==> src/rtl/lar_pkg.sv <==
package lar_pkg;
    localparam logic [7:0] A_CTRL = 8'h02;
    localparam logic [7:0] A_DHI  = 8'h03;
    localparam logic [7:0] A_DLO  = 8'h04;
    localparam logic [7:0] A_STAT = 8'h05;
    localparam logic [7:0] A_MODE = 8'h06;
    localparam logic [7:0] A_VIB  = 8'h07;

    localparam logic [2:0] RST_MODE  = 3'b010;
    localparam logic [2:0] RST_PRESC = 3'b001;
    localparam logic [5:0] RST_VIB   = 6'h20;

    typedef struct packed {
        logic       pd;
        logic       ring;
        logic [1:0] hi_stage;
        logic [1:0] hi;
        logic [7:0] lo;
        logic [2:0] mode;
        logic [2:0] presc;
        logic [5:0] vib;
        logic [7:0] ptr;
    } regs_t;
endpackage

==> src/rtl/lar_delay.sv <==
module lar_delay #(
    parameter int CYC = 1000
) (
    input  logic clk,
    input  logic rst_n,
    input  logic start,
    input  logic stop,
    output logic busy
);
    localparam int CW = $clog2(CYC + 1);

    logic [CW-1:0] cnt_d, cnt_q;

    always_comb begin
        cnt_d = cnt_q;
        if (stop) begin
            cnt_d = '0;
        end else if (start) begin
            cnt_d = CW'(CYC);
        end else if (cnt_q != '0) begin
            cnt_d = cnt_q - CW'(1);
        end
    end

    always_ff @(posedge clk or negedge rst_n) begin
        if (!rst_n) cnt_q <= CW'(CYC);
        else        cnt_q <= cnt_d;
    end

    assign busy = (cnt_q != '0);
endmodule

==> src/rtl/lar_rdmux.sv <==
module lar_rdmux
    import lar_pkg::*;
(
    input  logic [7:0] addr,
    input  regs_t      regs,
    input  logic       busy,
    output logic [7:0] rdata
);
    always_comb begin
        case (addr)
            A_CTRL:  rdata = {6'b0, regs.ring, regs.pd};
            A_DHI:   rdata = {6'b0, regs.hi};
            A_DLO:   rdata = regs.lo;
            A_STAT:  rdata = {7'b0, busy};
            A_MODE:  rdata = {regs.mode, 2'b00, regs.presc};
            A_VIB:   rdata = {2'b00, regs.vib};
            default: rdata = 8'h00;
        endcase
    end
endmodule

==> src/rtl/lens_act_regs.sv <==
module lens_act_regs
    import lar_pkg::*;
#(
    parameter int CLK_HZ   = 50_000_000,
    parameter int DELAY_US = 1000
) (
    input  logic       clk,
    input  logic       rst_n,
    input  logic       wr_en,
    input  logic       wr_cont,
    input  logic [7:0] addr,
    input  logic [7:0] wdata,
    output logic [7:0] rdata,
    output logic [9:0] dac_code,
    output logic       drive_en,
    output logic       ring_en,
    output logic [2:0] ring_mode,
    output logic [2:0] presc,
    output logic [5:0] vib_period,
    output logic       busy
);
    localparam int CYC_PER_US = (CLK_HZ / 1_000_000 > 0) ? CLK_HZ / 1_000_000 : 1;
    localparam int DELAY_CYC  = (CYC_PER_US * DELAY_US > 0) ? CYC_PER_US * DELAY_US : 1;

    regs_t      st_d, st_q;
    logic [7:0] eff_addr;
    logic       t_start, t_stop;
    logic       pd_bit;
    logic [9:0] dac_word;

    assign eff_addr = wr_cont ? st_q.ptr : addr;

    always_comb begin
        st_d    = st_q;
        t_start = 1'b0;
        t_stop  = 1'b0;
        if (wr_en) begin
            st_d.ptr = 8'(eff_addr + 8'd1);
            case (eff_addr)
                A_CTRL: begin
                    st_d.pd   = wdata[0];
                    st_d.ring = wdata[1];
                    t_stop    = wdata[0];
                    t_start   = st_q.pd && !wdata[0];
                end
                A_DHI:  st_d.hi_stage = wdata[1:0];
                A_DLO: begin
                    st_d.lo = wdata;
                    st_d.hi = st_q.hi_stage;
                end
                A_MODE: begin
                    st_d.mode  = wdata[7:5];
                    st_d.presc = wdata[2:0];
                end
                A_VIB:  st_d.vib = wdata[5:0];
                default: ;
            endcase
        end
    end

    always_ff @(posedge clk or negedge rst_n) begin
        if (!rst_n) begin
            st_q <= '{pd: 1'b0, ring: 1'b0, hi_stage: 2'b0, hi: 2'b0, lo: 8'h00,
                      mode: RST_MODE, presc: RST_PRESC, vib: RST_VIB, ptr: 8'h00};
        end else begin
            st_q <= st_d;
        end
    end

    lar_delay #(.CYC(DELAY_CYC)) u_delay (
        .clk   (clk),
        .rst_n (rst_n),
        .start (t_start),
        .stop  (t_stop),
        .busy  (busy)
    );

    lar_rdmux u_rdmux (
        .addr  (addr),
        .regs  (st_q),
        .busy  (busy),
        .rdata (rdata)
    );

    assign pd_bit     = st_q.pd;
    assign dac_word   = {st_q.hi, st_q.lo};
    assign drive_en   = !st_q.pd && !busy;
    assign dac_code   = drive_en ? dac_word : 10'd0;
    assign ring_en    = st_q.ring;
    assign ring_mode  = st_q.mode;
    assign presc      = st_q.presc;
    assign vib_period = st_q.vib;
endmodule

==> config.mk <==
export PLATFORM = sky130hd
export DESIGN_NAME = lens_act_regs
export DESIGN_NICKNAME = d
export VERILOG_FILES = /design/src/rtl/lar_pkg.sv /design/src/rtl/lar_delay.sv /design/src/rtl/lar_rdmux.sv /design/src/rtl/lens_act_regs.sv
export SDC_FILE = /design/constraint.sdc
export NUM_CORES = 1
export LEC_CHECK = 0
export BUFFER_PORTS_ARGS = -buffer_cell sky130_fd_sc_hd__buf_2
export CELL_PAD_IN_SITES_DETAIL_PLACEMENT = 1
export CELL_PAD_IN_SITES_GLOBAL_PLACEMENT = 2
export CORE_MARGIN = 1
export CORE_UTILIZATION = 36
export CTS_CLUSTER_DIAMETER = 120
export DETAILED_ROUTE_END_ITERATION = 10
export MAX_ROUTING_LAYER = met4
export PLACE_DENSITY = 0.76
export SYNTH_ARGS = -nofsm -noshare
export SYNTH_HDL_FRONTEND = slang
export SYNTH_SLANG_ARGS = --single-unit
==> constraint.sdc <==
create_clock -name clk -period 6.1 [get_ports clk]
set_clock_uncertainty 0.1 [all_clocks]
set_input_delay 0.61 -clock clk [delete_from_list [all_inputs] [get_ports clk]]
set_output_delay 0.61 -clock clk [all_outputs]
set_load 0.02 [all_outputs]
==> flow_summary.yaml, run 1 <==
outcome:
  outcome: "completed"
min_path:
  hold_class: "in2async"
yosys:
  synth_edf_count: 0
  synth_cell_types: 56
  yosys.area.top_type: "dfrtp_1"
  yosysWarnings: 0
  synthFlopType: "dfrtp_1"
  yosysSeqAreaShare_pct: 40.82
  synthCells: 302
  synth_nets: 327
  netlist_top_cells_area: "dfrtp_1 33%, mux2_2 10%, dfstp_2 7.6%"
  synthArstFlopShare_pct: 100.0
  synth_most_common_cell: "dfrtp_1"
  ys_seq_elements: 50
  synthTopCellsByCount: "41 x dfrtp_1, 28 x mux2_2, 16 x nand2_1, 14 x nand3_1, 12 x buf_4"
  yosys.area.top_type_share_pct: 33.17
  syn_area_mm2: 0.003093
  syn_avg_cell_area_um2: 10.24
sta:
  period_share_pct: 59.39
  hold_viol_final: 0
  worstMarginPinSlew_ns: 1.192
  fin_tns_setup_ns: 0
  fmax_mhz: 276.0
  setup_viol: 0
  maxSlewHeadroom_pct: 19.89
  rsz0062_at_grt: "false"
  min_period_ns: 3.623
  drv_slew: 0
clock_tree:
  ctsRootBufferMaster: "clkbuf_8"
  cts_hold_buf: 0
  cts_made_buffers: 5
  cts_tree: "yes"
  ctsResizeCount: 0
  cts.sinks: 50
  cts_htree_levels: 2
  clkTransAtPathRegs_ns: 0.10
  cts_setup_buffers: 0
  cts_buffer_depth: 2
  worstSkewPairLatency_ns: 0.31
grt:
  antenna_found_initial: 0
  grt-ovfl-total: 0
  grt_use_total_pct: 19.26
  grt_start_max_net_pins: 51
  grt_pass1_wl_um: 12920
  grt_pass1_vias: 2505
worst_setup_path:
  path_max_fanout: 14
  cp.required_ns: 5.39
  r2r_start: "u_delay.cnt_q[2]"
  crit_path_end_kind: "output port"
  critPathBufInv: 1
  slowest_stage: "nor3_1"
  regToRegEndpoint: "u_delay.cnt_q[5]"
  reg2reg_slack_ns: 3.90
  critical_path_class: "reg2out"
  cp.arrival_ns: 2.91
  r2r_cells: 4
  cp_cell_sequence: "nor4_4, nand3_1, nor3_1, and2_1, buf_2"
  cp-start-kind: "register"
  slowest_delay_ns: 0.94
  path_delay_family: "simple AND/OR/NAND/NOR gates"
floorplanning:
  start_util_pct: 37.45
  fp.dieH_um: 94.69
  num_rows: 33
  top_level_ports: 53
  dieArea_mm2: 0.008966
  die_w_um: 94.69
  core_area_mm2: 0.008258
pwr:
  switching_power_uw: 339.2
  combPwrFrac_pct: 27.2
  p_seq_share_pct: 51.6
  p_leak_uw: 0.001476
  ir_drop_mv: 0.1664
  total_power_uw: 944.0
  p_sw_share_pct: 35.94
  pwr-share-clk_pct: 21.1
  internal-power_uw: 604.7
  power_density_mw_per_mm2: 275.4
placed_design:
  gp_congestion: 0.7330
  hpwl_um: 5733
  portBuffers: 52
routing:
  via_per_inst: 5.556
  drt-pass1-iter-count: 4
  wl_per_cell_um: 17.85
  drc_errors: 0
  wl_um: 7872
  num_vias: 2450
  drt_iter0_drc: 92
  final_antenna_net_count: 0
finish:
  drive_gt1_share_pct: 32.14
  diodes: 0
  nFillCells: 948
  nNetsFinal: 360
  area_growth_pct: 10.80
run:
  maxCapViolCount: 0
[metrics by stage]
stage | std cells | setup slack, ns | hold slack, ns | instance area [um2] | utilization [%]
floorplan | 302 | 3.494 | 0.2144 | 3093 | -
global placement | 433 | 2.865 | 0.3842 | 3339 | 40.44
detailed placement | 433 | 2.756 | 0.3978 | 3339 | 40.44
CTS | 441 | 2.403 | 0.3381 | 3427 | 41.50
global route | 441 | 2.205 | 0.3735 | 3427 | 41.50
finish | 441 | 2.477 | 0.3079 | 3427 | 41.50
[power groups by stage]
stage	sequential, uW	combinational [uW]	clock, uW
final	488	257	199
after global routing	500	291	220
after CTS	489	262	210
after detailed placement	494	260	0
after global placement	489	253	0
after floorplan	473	211	0
[placed cells by master (no fill, tap or decap), types with 3 or more instances in the layout]
| cell | count |
|---|---|
| nand2b_1 | 5 |
| o22ai_1 | 3 |
| ha_1 | 5 |
| clkbuf_8 | 5 |
| a21oi_1 | 11 |
| xor2_1 | 6 |
| nand3b_1 | 4 |
| nor2b_1 | 5 |
| a22o_1 | 3 |
| inv_1 | 6 |
| mux2i_1 | 10 |
| o21ai_0 | 8 |
| a221oi_1 | 3 |
| o31ai_1 | 5 |
| nand3_1 | 14 |
| and3_1 | 3 |
| a31oi_1 | 4 |
| nor3_1 | 9 |
| nand4_1 | 5 |
| nor2_1 | 11 |
| and4_1 | 3 |
| mux2_2 | 28 |
| dfrtp_1 | 41 |
| nor3b_1 | 4 |
| or4_1 | 5 |
| buf_2 | 52 |
| xnor2_1 | 7 |
| and2_1 | 10 |
| nand2_1 | 16 |
| dfstp_2 | 9 |
[area by class of cell]
cell class                      count  area [um2]  share of cell area [%]
Tap cell                          105       131.4                   3.834
Clock inverter                      2       15.01                  0.4381
Clock buffer                        6       72.57                   2.118
Sequential cell                    50        1262                   36.84
Timing Repair Buffer               53       267.8                   7.813
Inverter                            6       22.52                  0.6572
Multi-Input combinational cell    219        1655                   48.30
[worst max-delay path by stage]
stage / from / endpoint / depth (start not counted)
after floorplan: addr[7] / rdata[0] / 3
after global placement: u_delay.cnt_q[2] / dac_code[8] / 5
after detailed placement: u_delay.cnt_q[2] / dac_code[6] / 5
after CTS: u_delay.cnt_q[2] / dac_code[6] / 5
after global routing: u_delay.cnt_q[2] / dac_code[2] / 5
final: u_delay.cnt_q[2] / dac_code[6] / 5
[metal layers]
layer	wire length, um	track usage [%]	vias up	share of wire, %
met4	124	5.051	0	1.6
met5	0	-	-	0
met2	3872	32.37	42	49
met1	3636	24.33	1230	46
li1	-	-	1166	-
met3	238	2.576	12	3.0
[state kept, by name (all words and copies together) (netlist names)]
register	flops
vib_period	6
u_delay.cnt_q	16
st_q	10
dac_word	10
ring_mode	3
pd_bit	1
ring_en	1
presc	3
[cells by family (layout without fill, tap and decap cells)]
family          Yosys count  in the layout  synth area share [%]
compound gates           54             54                 12.34
xor+xnor                 13             13                 3.681
fa+ha+maj                 5              5                 2.023
buf+inv                  33             67                 5.663
flops                    50             50                 40.82
mux                      38             38                 13.43
simple gates            109            109                 22.05
(Power assumes the default switching activity.)
==> inputs of run 2 (changes only) <==
--- a/config.mk
+++ b/config.mk
@@ -5,15 +5,16 @@
 export SDC_FILE = /design/constraint.sdc
 export NUM_CORES = 1
 export LEC_CHECK = 0
+export ABC_AREA = 1
 export BUFFER_PORTS_ARGS = -buffer_cell sky130_fd_sc_hd__buf_2
 export CELL_PAD_IN_SITES_DETAIL_PLACEMENT = 1
 export CELL_PAD_IN_SITES_GLOBAL_PLACEMENT = 2
 export CORE_MARGIN = 1
-export CORE_UTILIZATION = 36
+export CORE_UTILIZATION = 29
 export CTS_CLUSTER_DIAMETER = 120
 export DETAILED_ROUTE_END_ITERATION = 10
 export MAX_ROUTING_LAYER = met4
-export PLACE_DENSITY = 0.76
+export PLACE_DENSITY = 0.72
 export SYNTH_ARGS = -nofsm -noshare
 export SYNTH_HDL_FRONTEND = slang
 export SYNTH_SLANG_ARGS = --single-unit
==> constraint.sdc (replaced) <==
create_clock -name clk -period 3.2 [get_ports clk]
set_clock_uncertainty 0.1 [all_clocks]
set_input_delay 0.32 -clock clk [delete_from_list [all_inputs] [get_ports clk]]
set_output_delay 0.32 -clock clk [all_outputs]
set_load 0.02 [all_outputs]
==> flow_summary.yaml, run 2 <==
yosys:
  syn_avg_cell_area_um2: 7.481
  synthTopCellsByCount: "114 x nand2_1, 58 x inv_1, 49 x nor2_1, 41 x dfrtp_1, 19 x nand3_1"
  ys_seq_elements: 50
  synth_edf_count: 0
  yosysWarnings: 0
  synthArstFlopShare_pct: 100.0
  synthCells: 427
  yosys.area_share.simple_pct: 33.73
  synth_cell_types: 35
  syn_area_mm2: 0.003194
  synthAdderAreaFrac_pct: 1.958
  synth_compound_area_share_pct: 9.988
  yosys.area.top_type_share_pct: 32.12
  synthMuxAreaShare_pct: 0
  synth_most_common_cell: "nand2_1"
  yosysSeqAreaShare_pct: 39.52
  synth_xor_area_share_pct: 3.016
  yosys.area.top_type: "dfrtp_1"
  netlist_top_cells_area: "dfrtp_1 32%, nand2_1 13%, dfstp_2 7.4%"
  synth_nets: 452
  synthFlopType: "dfrtp_1"
  synth_top_family_by_area: "simple AND/OR/NAND/NOR gates"
worst_setup_path:
  cp-start-kind: "register"
  path_max_fanout: 11
  cp.arrival_ns: 2.33
  cp.required_ns: 2.78
  critPathBufInv: 3
  slowest_stage: "dfrtp_1"
  crit_path_end_kind: "output port"
  critical_path_class: "reg2out"
  slowest_delay_ns: 0.42
  reg2reg_slack_ns: 1.18
  path_delay_family: "simple AND/OR/NAND/NOR gates"
  cp_cell_sequence: "inv_1, ha_1, inv_1, nor3_1, nand2_1, nor2_2, nand2_1, nor2_1, buf_2"
finish:
  largest_reg_flops: 16
  top_register: "u_delay.cnt_q"
  final_core_util_pct: 34.50
  design_area_mm2: 0.003626
  nNetsFinal: 495
  area_growth_pct: 13.51
  drive_gt1_share_pct: 26.11
  diodes: 0
  final_cell_mix: "114 x nand2_1, 58 x inv_1, 52 x buf_2, 49 x nor2_1, 41 x dfrtp_1"
  final_common_cell: "nand2_1"
routing:
  num_vias: 2798
  wl_met2_um: 4225
  wl_um: 8665
  met1_length_um: 4112
  drc_errors: 0
  final_antenna_net_count: 0
  highest_layer: "met4"
  wl_met3_um: 233
  via_per_inst: 4.610
  drt-pass1-iter-count: 4
  wl_per_cell_um: 14.28
  drt_iter0_drc: 61
grt:
  antenna_found_initial: 0
  grt_use_total_pct: 16.97
  grt_pass1_vias: 2947
  grt-ovfl-total: 0
  grt_pass1_wl_um: 14560
  grt_start_max_net_pins: 24
sta:
  maxSlewHeadroom_pct: 56.47
  fmax_mhz: 363.1
  hold_viol_final: 0
  period_share_pct: 86.07
  drv_slew: 0
  min_period_ns: 2.754
  setup_ws_ns: 0.4457
  fin_tns_setup_ns: 0
  setup_viol: 0
  rsz0062_at_grt: "false"
  worstMarginPinSlew_ns: 0.6530
floorplanning:
  die_w_um: 107.0
  start_util_pct: 30.40
  num_rows: 37
  dieArea_mm2: 0.01144
  core_area_mm2: 0.01051
  fp.dieH_um: 107.0
  top_level_ports: 53
clock_tree:
  cts_tree: "yes"
  ctsResizeCount: 0
  clkTransAtPathRegs_ns: 0.11
  cts_made_buffers: 5
  worstSkewPairLatency_ns: 0.32
  cts_buffer_depth: 2
  cts.sinks: 50
  ctsRootBufferMaster: "clkbuf_8"
  cts_htree_levels: 2
pwr:
  combPwrFrac_pct: 31.0
  pwr-share-clk_pct: 24.4
  p_seq_share_pct: 44.6
  power_density_mw_per_mm2: 548.6
  p_leak_uw: 0.001844
  internal-power_uw: 1244
  switching_power_uw: 745.5
  ir_drop_mv: 0.1551
  p_sw_share_pct: 37.48
  total_power_uw: 1989
placed_design:
  gp_congestion: 0.7696
  portBuffers: 52
  dpl_cell_area_mm2: 0.003500
  hpwl_um: 6756
  pre_cts_slack_ns: 0.7880
min_path:
  hold_class: "in2reg"
outcome:
  outcome: "completed"
run:
  maxCapViolCount: 0
run 2: cell count changes in the layout (fill, tap and decap cells not counted), sizes merged, moves of 10 or more:
cell,before,now
mux2,28,0
mux2i,10,0
and2,10,0
nand2,16,124
inv,6,63
o21ai,9,40
nor2,11,66
run 2: final cells by class:
cell class                      instances  area (um2)
Inverter                               63       236.5
Fill cell                            1328        6883
Sequential cell                        50        1262
Clock buffer                            5       68.82
Tap cell                              136       170.2
Clock inverter                          3       47.55
Timing Repair Buffer                   55       285.3
Multi-Input combinational cell        295        1555
run 2: final timing paths:
kind,cells after the start,start,end
worst max register to register,7,st_q[6],dac_word[6]
worst max-delay path,9,u_delay.cnt_q[0],dac_code[9]
max in group asynchronous,3,rst_n,u_delay.cnt_q[4]
min in group asynchronous,2,rst_n,u_delay.cnt_q[10]
worst min-delay path,3,wdata[6],ring_mode[1]
worst min register to register,2,st_q[1],st_q[1]
run 2: logic make-up (layout without fill, tap and decap cells):
kind of cell / count (synthesis) / after routing
AND/OR/NAND/NOR: 231 / 231
buffers and inverters: 82 / 126
flip-flops: 50 / 50
AO/OA/AOI/OAI: 48 / 48
XOR/XNOR: 11 / 11
adder cells (fa/ha/maj): 5 / 5
run 2: worst register-to-register path: stages, from the launching register on:
cell and delay (ns):
dfrtp_1 0.40, inv_1 0.07, nand2_1 0.04, nand2_1 0.10, nand2_1 0.14, nor2_8 0.23, nand4_2 0.50, o21ai_1 0.34
run 2: layer usage:
metal / GRT usage [%] / vias up
li1: - / 1403
met1: 20.78 / 1344
met2: 28.99 / 42
met3: 2.736 / 9
met4: 4.599 / 0
met5: - / -
run 2: through the flow:
step / hold WS [ns] / instances
final: 0.1330 / 607
after global routing: 0.1476 / 607
after CTS: 0.1244 / 607
after detailed placement: 0.2814 / 598
after global placement: 0.2808 / 598
after floorplan: -0.07559 / 427
run 2: what timing repair did:
action / CTS / global route
buffers inserted: 0 / 0
endpoints found under the hold margin: 16 / 0
hold buffers: 1 / 0
run 2: power groups by stage:
stage / registers (uW) / clock network [uW] / logic [uW]
after floorplan: 870 / 0 / 489
after global placement: 897 / 0 / 612
after detailed placement: 901 / 0 / 625
after CTS: 890 / 509 / 630
after global routing: 905 / 525 / 719
final: 887 / 485 / 617
==> inputs of run 3 (changes only) <==
--- a/config.mk
+++ b/config.mk
@@ -9,12 +9,12 @@
 export BUFFER_PORTS_ARGS = -buffer_cell sky130_fd_sc_hd__buf_2
 export CELL_PAD_IN_SITES_DETAIL_PLACEMENT = 1
 export CELL_PAD_IN_SITES_GLOBAL_PLACEMENT = 2
-export CORE_MARGIN = 1
 export CORE_UTILIZATION = 29
 export CTS_CLUSTER_DIAMETER = 120
 export DETAILED_ROUTE_END_ITERATION = 10
 export MAX_ROUTING_LAYER = met4
 export PLACE_DENSITY = 0.72
+export RECOVER_POWER = 100
 export SYNTH_ARGS = -nofsm -noshare
 export SYNTH_HDL_FRONTEND = slang
 export SYNTH_SLANG_ARGS = --single-unit
==> flow_summary.yaml, run 3 (same netlist as run 2, synthesis figures left out) <==
outcome:
  outcome: "finished, violations left"
  violations: "capacitance limit, slew limit"
run:
  maxCapViolCount: 1
pwr:
  p_sw_share_pct: 37.37
  p_leak_uw: 0.001658
  p_seq_share_pct: 44.9
  combPwrFrac_pct: 30.5
  internal-power_uw: 1237
  power_density_mw_per_mm2: 567.4
  ir_drop_mv: 0.1549
  switching_power_uw: 738.1
  pwr-share-clk_pct: 24.6
finish:
  area.sequential_mm2: 0.001262
  nFillCells: 1357
  nNetsFinal: 495
  diodes: 0
  area_growth_pct: 8.970
  largest_reg_flops: 16
  multiInputGateArea_mm2: 0.001461
  drive_gt1_share_pct: 14.01
  final_cell_mix: "116 x nand2_1, 59 x inv_1, 51 x nor2_1, 41 x dfrtp_1, 37 x clkbuf_1"
  top_register: "u_delay.cnt_q"
  final_common_cell: "nand2_1"
  layoutNonFillerInstCount: 607
sta:
  worstMarginPinSlew_ns: 1.551
  setup_ws_ns: 0.3589
  hold_viol_final: 0
  fmax_mhz: 352.0
  hold_slack_ns: 0.1373
  setup_viol: 0
  rsz0062_at_grt: "false"
  drv_slew: 24
  fin_tns_setup_ns: 0
  maxSlewHeadroom_pct: -3.399
  min_period_ns: 2.841
  period_share_pct: 88.78
floorplanning:
  dieArea_mm2: 0.01144
  top_level_ports: 53
  num_rows: 37
  die_w_um: 107.0
  core_area_mm2: 0.01051
  start_util_pct: 30.40
  fp.dieH_um: 107.0
placed_design:
  placed_cells: 598
  hpwl_um: 6756
  portBuffers: 52
  gp_congestion: 0.7696
  pre_cts_slack_ns: 0.7880
clock_tree:
  cts_htree_levels: 2
  cts_setup_buffers: 0
  cts_tree: "yes"
  ctsResizeCount: 0
  cts_buffer_depth: 2
  cts_made_buffers: 5
  ctsRootBufferMaster: "clkbuf_8"
  clkTransAtPathRegs_ns: 0.11
  cts.sinks: 50
  worstSkewPairLatency_ns: 0.32
routing:
  num_vias: 2812
  drc_errors: 0
  wl_per_cell_um: 14.38
  final_antenna_net_count: 0
  drt-pass1-iter-count: 4
  drt_iter0_drc: 52
  via_per_inst: 4.633
  wl_um: 8727
worst_setup_path:
  path_max_fanout: 11
  cp.arrival_ns: 2.42
  cp.required_ns: 2.78
  critical_path_class: "reg2out"
  cp-start-kind: "register"
  crit_path_end_kind: "output port"
grt:
  grt_start_max_net_pins: 24
  grt_use_total_pct: 16.97
  antenna_found_initial: 0
  grt-ovfl-total: 0
  grt_pass1_wl_um: 14560
  grt_pass1_vias: 2947
min_path:
  hold_class: "in2reg"
==> run 3: cell count changes in the layout (fill, tap and decap cells not counted), moves of 7 or more <==
cell | before | now
clkbuf_1 | 0 | 37
buf_2 | 52 | 17
o21ai_0 | 18 | 35
o21ai_2 | 13 | 3
o21ai_1 | 9 | 2
==> run 3: area by class of cell <==
class                   instances  share of cell area [%]
flip-flops and latches         50                   36.27
inverters                      63                   6.794
well taps                     136                   4.889
clock inverters                 3                   1.366
multi-input cells             295                   41.98
clock buffers                   5                   1.977
repair buffers                 55                   6.722
==> run 3: critical path, stage by stage (launching register included) <==
cell and delay (ns):
dfrtp_1 0.42, inv_1 0.13, ha_1 0.16, inv_1 0.06, nor3_1 0.18, nand2_1 0.08, nor2_2 0.21, nand2_1 0.35
nor2_1 0.24, clkbuf_1 0.27
==> run 3: repair_timing <==
item / 4_1_cts / 5_1_grt
hold buffers: 1 / 0
endpoints found under the hold margin: 16 / 0
setup endpoints to repair: 0 / 0
==> run 3: routing by layer <==
layer / GRT usage, % / vias up / part of all wire [%]
li1: - / 1404 / -
met1: 20.78 / 1360 / 49
met2: 28.99 / 39 / 48
met3: 2.736 / 9 / 2.5
met4: 4.599 / 0 / 1.2
met5: - / - / 0
==> run 3: power groups by stage <==
stage	sequential (uW)	clock (uW)	combinational (uW)
after floorplan	870	0	489
after detailed placement	901	0	625
after CTS	890	509	630
final	887	486	602
after global placement	897	0	612
after global routing	904	525	704
==> run 3: final timing paths <==
| check | depth (start not counted) | to | slack, ns | start |
|---|---|---|---|---|
| max in group asynchronous | 3 | st_q[5] | 0.79 | rst_n |
| setup / recovery | 9 | dac_code[9] | 0.36 | u_delay.cnt_q[0] |
| setup reg to reg | 10 | u_delay.cnt_q[7] | 0.72 | st_q[0] |
| hold reg to reg | 2 | st_q[1] | 0.38 | st_q[1] |
| hold / removal | 3 | ring_mode[1] | 0.14 | wdata[6] |
| min in group asynchronous | 2 | u_delay.cnt_q[10] | 0.81 | rst_n |
==> run 3: through the flow <==
stage	area [um2]	utilization [%]	power, uW
3_5_place_dp	3500	33.30	1527
6_report	3481	33.12	1975
2_1_floorplan	3194	-	1359
4_1_cts	3626	34.50	2028
5_1_grt	3481	33.12	2133
3_3_place_gp	3500	33.30	1509
